File: config.mk
export PLATFORM = sky130hd
export DESIGN_NAME = fetch_thread_sel
export DESIGN_NICKNAME = d
export VERILOG_FILES = /design/src/rtl/fts_pkg.sv /design/src/rtl/fts_elig.sv /design/src/rtl/fts_rr_list.sv /design/src/rtl/fts_occ_pick.sv /design/src/rtl/fetch_thread_sel.sv
export SDC_FILE = /design/constraint.sdc
export NUM_CORES = 1
export LEC_CHECK = 0
export BUFFER_PORTS_ARGS = -buffer_cell sky130_fd_sc_hd__buf_2
export CAP_MARGIN = 40
export CORE_ASPECT_RATIO = 1.5
export CORE_MARGIN = 2
export CORE_UTILIZATION = 33
export CTS_BUF_LIST = sky130_fd_sc_hd__clkbuf_4 sky130_fd_sc_hd__clkbuf_8
export DETAILED_ROUTE_END_ITERATION = 12
export GPL_TIMING_DRIVEN = 0
export PLACE_DENSITY = 0.63
export SYNTH_ARGS = -nofsm -noshare
export SYNTH_HDL_FRONTEND = slang
export SYNTH_SLANG_ARGS = --single-unit
File: constraint.sdc
create_clock -name clk_i -period 4.95 [get_ports clk_i]
set_input_delay 0.2475 -clock clk_i [delete_from_list [all_inputs] [get_ports clk_i]]
set_output_delay 0.2475 -clock clk_i [all_outputs]
set_load 0.02 [all_outputs]
File: src/rtl/fts_pkg.sv
package fts_pkg;
  localparam int ST_W = 3;

  typedef enum logic [2:0] {
    TS_IDLE       = 3'd0,
    TS_RUN        = 3'd1,
    TS_ACC_DONE   = 3'd2,
    TS_SQUASH     = 3'd3,
    TS_BLOCK      = 3'd4,
    TS_WAIT_RSP   = 3'd5,
    TS_WAIT_RETRY = 3'd6,
    TS_QUIESCE    = 3'd7
  } thr_state_e;

  typedef enum logic [1:0] {
    POL_FIXED      = 2'd0,
    POL_ROTATE     = 2'd1,
    POL_OCC        = 2'd2,
    POL_ROTATE_ALT = 2'd3
  } fetch_pol_e;
endpackage

File: src/rtl/fts_elig.sv
module fts_elig import fts_pkg::*; #(
  parameter int NUM_THREADS = 4
) (
  input  logic [NUM_THREADS*ST_W-1:0] status_i,
  output logic [NUM_THREADS-1:0]      elig_o
);
  for (genvar t = 0; t < NUM_THREADS; t++) begin : g_thr
    thr_state_e st;
    assign st = thr_state_e'(status_i[t*ST_W +: ST_W]);
    assign elig_o[t] = (st == TS_IDLE) || (st == TS_RUN) || (st == TS_ACC_DONE);
  end
endmodule

File: src/rtl/fts_rr_list.sv
module fts_rr_list #(
  parameter int NUM_THREADS = 4,
  parameter int TID_W       = 2
) (
  input  logic                   clk_i,
  input  logic                   rst_ni,
  input  logic [NUM_THREADS-1:0] elig_i,
  input  logic                   upd_i,
  output logic                   hit_o,
  output logic [TID_W-1:0]       tid_o
);
  localparam int POS_W = TID_W;

  logic [NUM_THREADS-1:0][TID_W-1:0] order_q, order_d;
  logic [POS_W-1:0]                  pos;

  // first eligible entry from the head wins
  always_comb begin
    hit_o = 1'b0;
    pos   = '0;
    tid_o = '0;
    for (int p = NUM_THREADS - 1; p >= 0; p--) begin
      if (elig_i[order_q[p]]) begin
        hit_o = 1'b1;
        pos   = POS_W'(p);
        tid_o = order_q[p];
      end
    end
  end

  always_comb begin
    order_d = order_q;
    for (int p = 0; p < NUM_THREADS - 1; p++) begin
      if (POS_W'(p) >= pos) order_d[p] = order_q[p+1];
    end
    order_d[NUM_THREADS-1] = tid_o;
  end

  always_ff @(posedge clk_i or negedge rst_ni) begin
    if (!rst_ni) begin
      for (int p = 0; p < NUM_THREADS; p++) order_q[p] <= TID_W'(p);
    end else if (upd_i && hit_o) begin
      order_q <= order_d;
    end
  end

  logic [NUM_THREADS-1:0] seen;
  always_comb begin
    seen = '0;
    for (int p = 0; p < NUM_THREADS; p++) seen[order_q[p]] = 1'b1;
  end

  AST_LIST_PERM: assert property (@(posedge clk_i) disable iff (!rst_ni)
    seen == {NUM_THREADS{1'b1}});
  AST_LIST_HOLD: assert property (@(posedge clk_i) disable iff (!rst_ni)
    !upd_i |=> $stable(order_q));
  AST_LIST_TAIL: assert property (@(posedge clk_i) disable iff (!rst_ni)
    (upd_i && hit_o) |=> order_q[NUM_THREADS-1] == $past(tid_o));
endmodule

File: src/rtl/fts_occ_pick.sv
module fts_occ_pick #(
  parameter int NUM_THREADS = 4,
  parameter int CNT_W       = 6,
  parameter int TID_W       = 2
) (
  input  logic                         clk_i,
  input  logic                         rst_ni,
  input  logic [NUM_THREADS-1:0]       elig_i,
  input  logic [NUM_THREADS*CNT_W-1:0] occ_i,
  output logic                         hit_o,
  output logic [TID_W-1:0]             tid_o
);
  logic [CNT_W-1:0] best;

  // strict less-than keeps the lower id on ties
  always_comb begin
    hit_o = 1'b0;
    tid_o = '0;
    best  = '0;
    for (int t = 0; t < NUM_THREADS; t++) begin
      if (elig_i[t] && (!hit_o || occ_i[t*CNT_W +: CNT_W] < best)) begin
        hit_o = 1'b1;
        tid_o = TID_W'(t);
        best  = occ_i[t*CNT_W +: CNT_W];
      end
    end
  end

  logic min_ok;
  always_comb begin
    min_ok = elig_i[tid_o];
    for (int t = 0; t < NUM_THREADS; t++) begin
      if (elig_i[t]) begin
        if (occ_i[t*CNT_W +: CNT_W] < occ_i[tid_o*CNT_W +: CNT_W]) min_ok = 1'b0;
        if (TID_W'(t) < tid_o &&
            occ_i[t*CNT_W +: CNT_W] == occ_i[tid_o*CNT_W +: CNT_W]) min_ok = 1'b0;
      end
    end
  end

  AST_OCC_MIN: assert property (@(posedge clk_i) disable iff (!rst_ni)
    hit_o |-> min_ok);
  AST_OCC_EMPTY: assert property (@(posedge clk_i) disable iff (!rst_ni)
    (elig_i == '0) |-> !hit_o);
endmodule

File: src/rtl/fetch_thread_sel.sv
module fetch_thread_sel import fts_pkg::*; #(
  parameter int NUM_THREADS = 4,
  parameter int CNT_W       = 6,
  localparam int TID_W      = (NUM_THREADS > 1) ? $clog2(NUM_THREADS) : 1
) (
  input  logic                         clk_i,
  input  logic                         rst_ni,
  input  logic [1:0]                   policy_i,
  input  logic                         drain_i,
  input  logic                         take_i,
  input  logic [NUM_THREADS*ST_W-1:0]  status_i,
  input  logic [NUM_THREADS*CNT_W-1:0] occ_i,
  output logic                         grant_valid_o,
  output logic [TID_W-1:0]             grant_tid_o
);
  fetch_pol_e             policy_q, eff_pol;
  logic                   pol_lat_q;
  logic [NUM_THREADS-1:0] elig;

  always_ff @(posedge clk_i or negedge rst_ni) begin
    if (!rst_ni) begin
      policy_q  <= POL_FIXED;
      pol_lat_q <= 1'b0;
    end else if (!pol_lat_q) begin
      policy_q  <= fetch_pol_e'(policy_i);
      pol_lat_q <= 1'b1;
    end
  end

  assign eff_pol = pol_lat_q ? policy_q : fetch_pol_e'(policy_i);

  fts_elig #(.NUM_THREADS(NUM_THREADS)) elig_i (
    .status_i (status_i),
    .elig_o   (elig)
  );

  if (NUM_THREADS == 1) begin : g_single
    logic unused_in;
    assign unused_in     = ^{take_i, occ_i, eff_pol};
    assign grant_valid_o = elig[0] && !drain_i;
    assign grant_tid_o   = '0;
  end else begin : g_multi
    logic             rr_hit, occ_hit, rr_upd, sel_hit;
    logic [TID_W-1:0] rr_tid, occ_tid, sel_tid;
    logic             is_rot;

    assign is_rot = (eff_pol == POL_ROTATE) || (eff_pol == POL_ROTATE_ALT);
    assign rr_upd = take_i && grant_valid_o && is_rot;

    fts_rr_list #(.NUM_THREADS(NUM_THREADS), .TID_W(TID_W)) rr_i (
      .clk_i  (clk_i),
      .rst_ni (rst_ni),
      .elig_i (elig),
      .upd_i  (rr_upd),
      .hit_o  (rr_hit),
      .tid_o  (rr_tid)
    );

    fts_occ_pick #(.NUM_THREADS(NUM_THREADS), .CNT_W(CNT_W), .TID_W(TID_W)) occ_pick_i (
      .clk_i  (clk_i),
      .rst_ni (rst_ni),
      .elig_i (elig),
      .occ_i  (occ_i),
      .hit_o  (occ_hit),
      .tid_o  (occ_tid)
    );

    always_comb begin
      unique case (eff_pol)
        POL_FIXED: begin sel_hit = elig[0]; sel_tid = '0;      end
        POL_OCC:   begin sel_hit = occ_hit; sel_tid = occ_tid; end
        default:   begin sel_hit = rr_hit;  sel_tid = rr_tid;  end
      endcase
    end

    assign grant_valid_o = sel_hit && !drain_i;
    assign grant_tid_o   = sel_tid;
  end

  AST_GRANT_ELIG: assert property (@(posedge clk_i) disable iff (!rst_ni)
    grant_valid_o |-> (status_i[grant_tid_o*ST_W +: ST_W] <= 3'd2));
  AST_NO_ELIG_QUIET: assert property (@(posedge clk_i) disable iff (!rst_ni)
    (elig == '0) |-> !grant_valid_o);
  AST_DRAIN_QUIET: assert property (@(posedge clk_i) disable iff (!rst_ni)
    drain_i |-> !grant_valid_o);
  AST_POL_FROZEN: assert property (@(posedge clk_i) disable iff (!rst_ni)
    $past(pol_lat_q) |-> $stable(policy_q));
endmodule

==> metrics.txt <==
Setup crit start kind=primary input; syn avg cell area=8.67 µm²; Placement Rows=29; busiest grt layer=met2; IO Count=45; failing checks=setup timing; WL final=4090 µm; worst slew pin tran=0.681 ns; relative slew slack=0.533; Detailed Route Iter0 Violations=21; sequential fraction of the synthesis area=0.196; Detailed Place HPWL=3120 µm; hold_sp=policy_i[1]; clk_skew=0.00487 ns; Final Instance Area=2230 µm²; CTS clk-pin slew, worst paths=0.05 ns; fin nets=299; Post-synth EDFFs=0; worst hold stages=3; most common cell after layout, fill and taps aside=buf_2; Primary FF master, synth=dfrtp_1; met1 GRT Util=0.169; WHS Endpoint=policy_q[1]; Yosys reg bits=11; worst hold margin=0.380 ns; met3 global-route usage=0.00770; GRT Residual Overflow=0; antenna violations before repair=0; RSZ-0062 raised after global routing=true; DRC viols=0; Starting Density=0.340; Reg-to-Reg End=g_multi.rr_i.order_q[7]; Setup crit end kind=output port; pre-CTS WS=-0.998 ns; max-cap violations=0; Post-Syn Area=1430 µm²; per-cell routed wire length=14.2 µm; DP Area=1850 µm²; PortBufs=44; max-slew violations=0; root buffer cell=clkbuf_8; fraction of the cycle the final worst path needs=1.11; status=complete, but fails checks; Async S/R FF share, synth=1.00; reg2reg path depth=5; pwr dens=282 nW/µm²; HP Class=primary input to flop; worst r2r src=g_multi.rr_i.order_q[5]; GPL Wtd Cong=0.797; Clock Path Buffers=2; die area=4890 µm²; aggregate global-route resource usage=0.170; H-tree levels=1; CP required=4.70 ns; Antenna diodes=0; via count=1,546; Cell variety after synth=41; chip width=57.8 µm; CTS Buf Count=3; Crit path arrival time=5.25 ns; Fmax achieved=182 MHz; area delta synth->final=55.9%; number of global-route vias before repair=1,557; most frequent cells in the layout=buf_2, buf_4, nand2_1; layout cell share with drive strength beyond 1=0.568; Post-Synthesis Net Count=222; FF-to-FF setup slack=2.84 ns; setup violators final=2; VDD IR max=0.290 mV; kind of critical path=primary input to output port; Vias/cell=5.39; leakage dissipation=1.01 nW; Sink Count=11; PnR worst setup slack=-0.550 ns; DRT Pass-1 Iters=4; first-pass GRT wire length=6650 µm; Synth Instances=165; min Tclk post-route=5.50 ns; remaining antenna violation count=0; Final Hold Fails=0; chip height=84.7 µm; critical path peak fanout=6; CTS tree=built; largest net degree at the start of global routing=12; YS warnings=0; clk_lat worst skew=0.24 ns; total core area=4210 µm²; met2 usage in global routing=0.347
-- kinds of logic after synthesis --
family                     after synthesis  share of synthesized area
DFF                                     11                      0.196
adders and majority gates               15                      0.131
and+or+nand+nor                         45                      0.136
buffers and inverters                   12                     0.0437
other                                    1                    0.00262
AOI/OAI and AO/OA                       62                      0.320
muxes                                   19                      0.170
-- registers in the layout, indices dropped and copies added (netlist names) --
signal and cells:
g_multi.rr_i.order_q 8, pol_lat_q 1, policy_q 2
-- final cells by class --
type,count,area [µm²]
inverter,10,37.5
buffer,1,11.3
multi-input combinational,142,1330
fill,412,1980
tap,46,57.6
sequential,11,280
clock buffer,4,48.8
timing repair buffer,73,464
-- synth_stat cells (all sizes together) (3+ instances only) --
| master | number | area (µm²) |
|---|---|---|
| nor3 | 3 | 15.0 |
| mux2 | 13 | 146 |
| ha | 15 | 188 |
| a21o | 7 | 61.3 |
| inv | 10 | 37.5 |
| a21oi | 15 | 93.8 |
| o21ai | 16 | 83.8 |
| dfrtp | 7 | 175 |
| nand2 | 18 | 67.6 |
| mux4 | 3 | 67.6 |
| a211oi | 7 | 57.6 |
| dfstp | 4 | 105 |
| mux2i | 3 | 30.0 |
| nor2 | 16 | 60.1 |
-- critical path, stage by stage --
cell	delay (ns)
buf_6	0.10
a21oi_4	0.15
buf_6	0.16
nand2_4	0.07
ha_4	0.27
o211ai_1	0.10
a31oi_2	0.21
o22ai_2	0.13
o21ai_4	0.30
mux2_4	0.36
ha_4	0.23
a211oi_4	0.23
o21ai_2	0.10
or4_4	0.50
o221ai_4	0.18
a21o_4	0.17
nor2_4	0.04
a21oi_2	0.09
ha_1	0.24
a21o_1	0.16
a211o_1	0.31
nor3_2	0.16
o21a_1	0.15
o211ai_1	0.13
a221oi_4	0.31
buf_6	0.16
-- power breakdown --
part           internal [mW]  switching [mW]
combinational          0.190           0.171
clock                 0.0617          0.0310
sequential             0.132          0.0433
total                  0.383           0.245
-- worst max-delay path by stage --
stage / startpoint / endpoint / cells after the start
detailed placement: status_i[0] / grant_tid_o[0] / 27
floorplan: status_i[0] / grant_tid_o[0] / 25
global route: status_i[0] / grant_tid_o[0] / 26
global placement: status_i[0] / grant_tid_o[0] / 27
finish: status_i[0] / grant_tid_o[0] / 26
CTS: status_i[1] / grant_tid_o[0] / 26
-- layer usage --
layer  routed length [µm]  up-vias
met1                 1510      734
met5                    0        -
met2                 2390       32
met3                   99        9
met4                   86        0
li1                     -      771
-- what timing repair did --
item / in CTS / in global routing
endpoints found under the setup margin: 2 / 2
resized for setup: 16 / 10
pin swaps: 21 / 16
buffers inserted: 23 / 6
hold endpoints to repair: 7 / 0
cloned: 0 / 0
hold buffers: 1 / 0
-- per-stage QoR --
stage	power, mW	TNS, ns	std cells	utilization
detailed placement	0.481	-1.72	255	0.440
finish	0.628	-0.879	287	0.530
global route	0.676	-1.34	287	0.530
CTS	0.616	-1.19	282	0.511
global placement	0.476	-1.65	255	0.440
floorplan	0.397	-0.354	165	-
No activity file was read; power rests on OpenSTA's default activity.
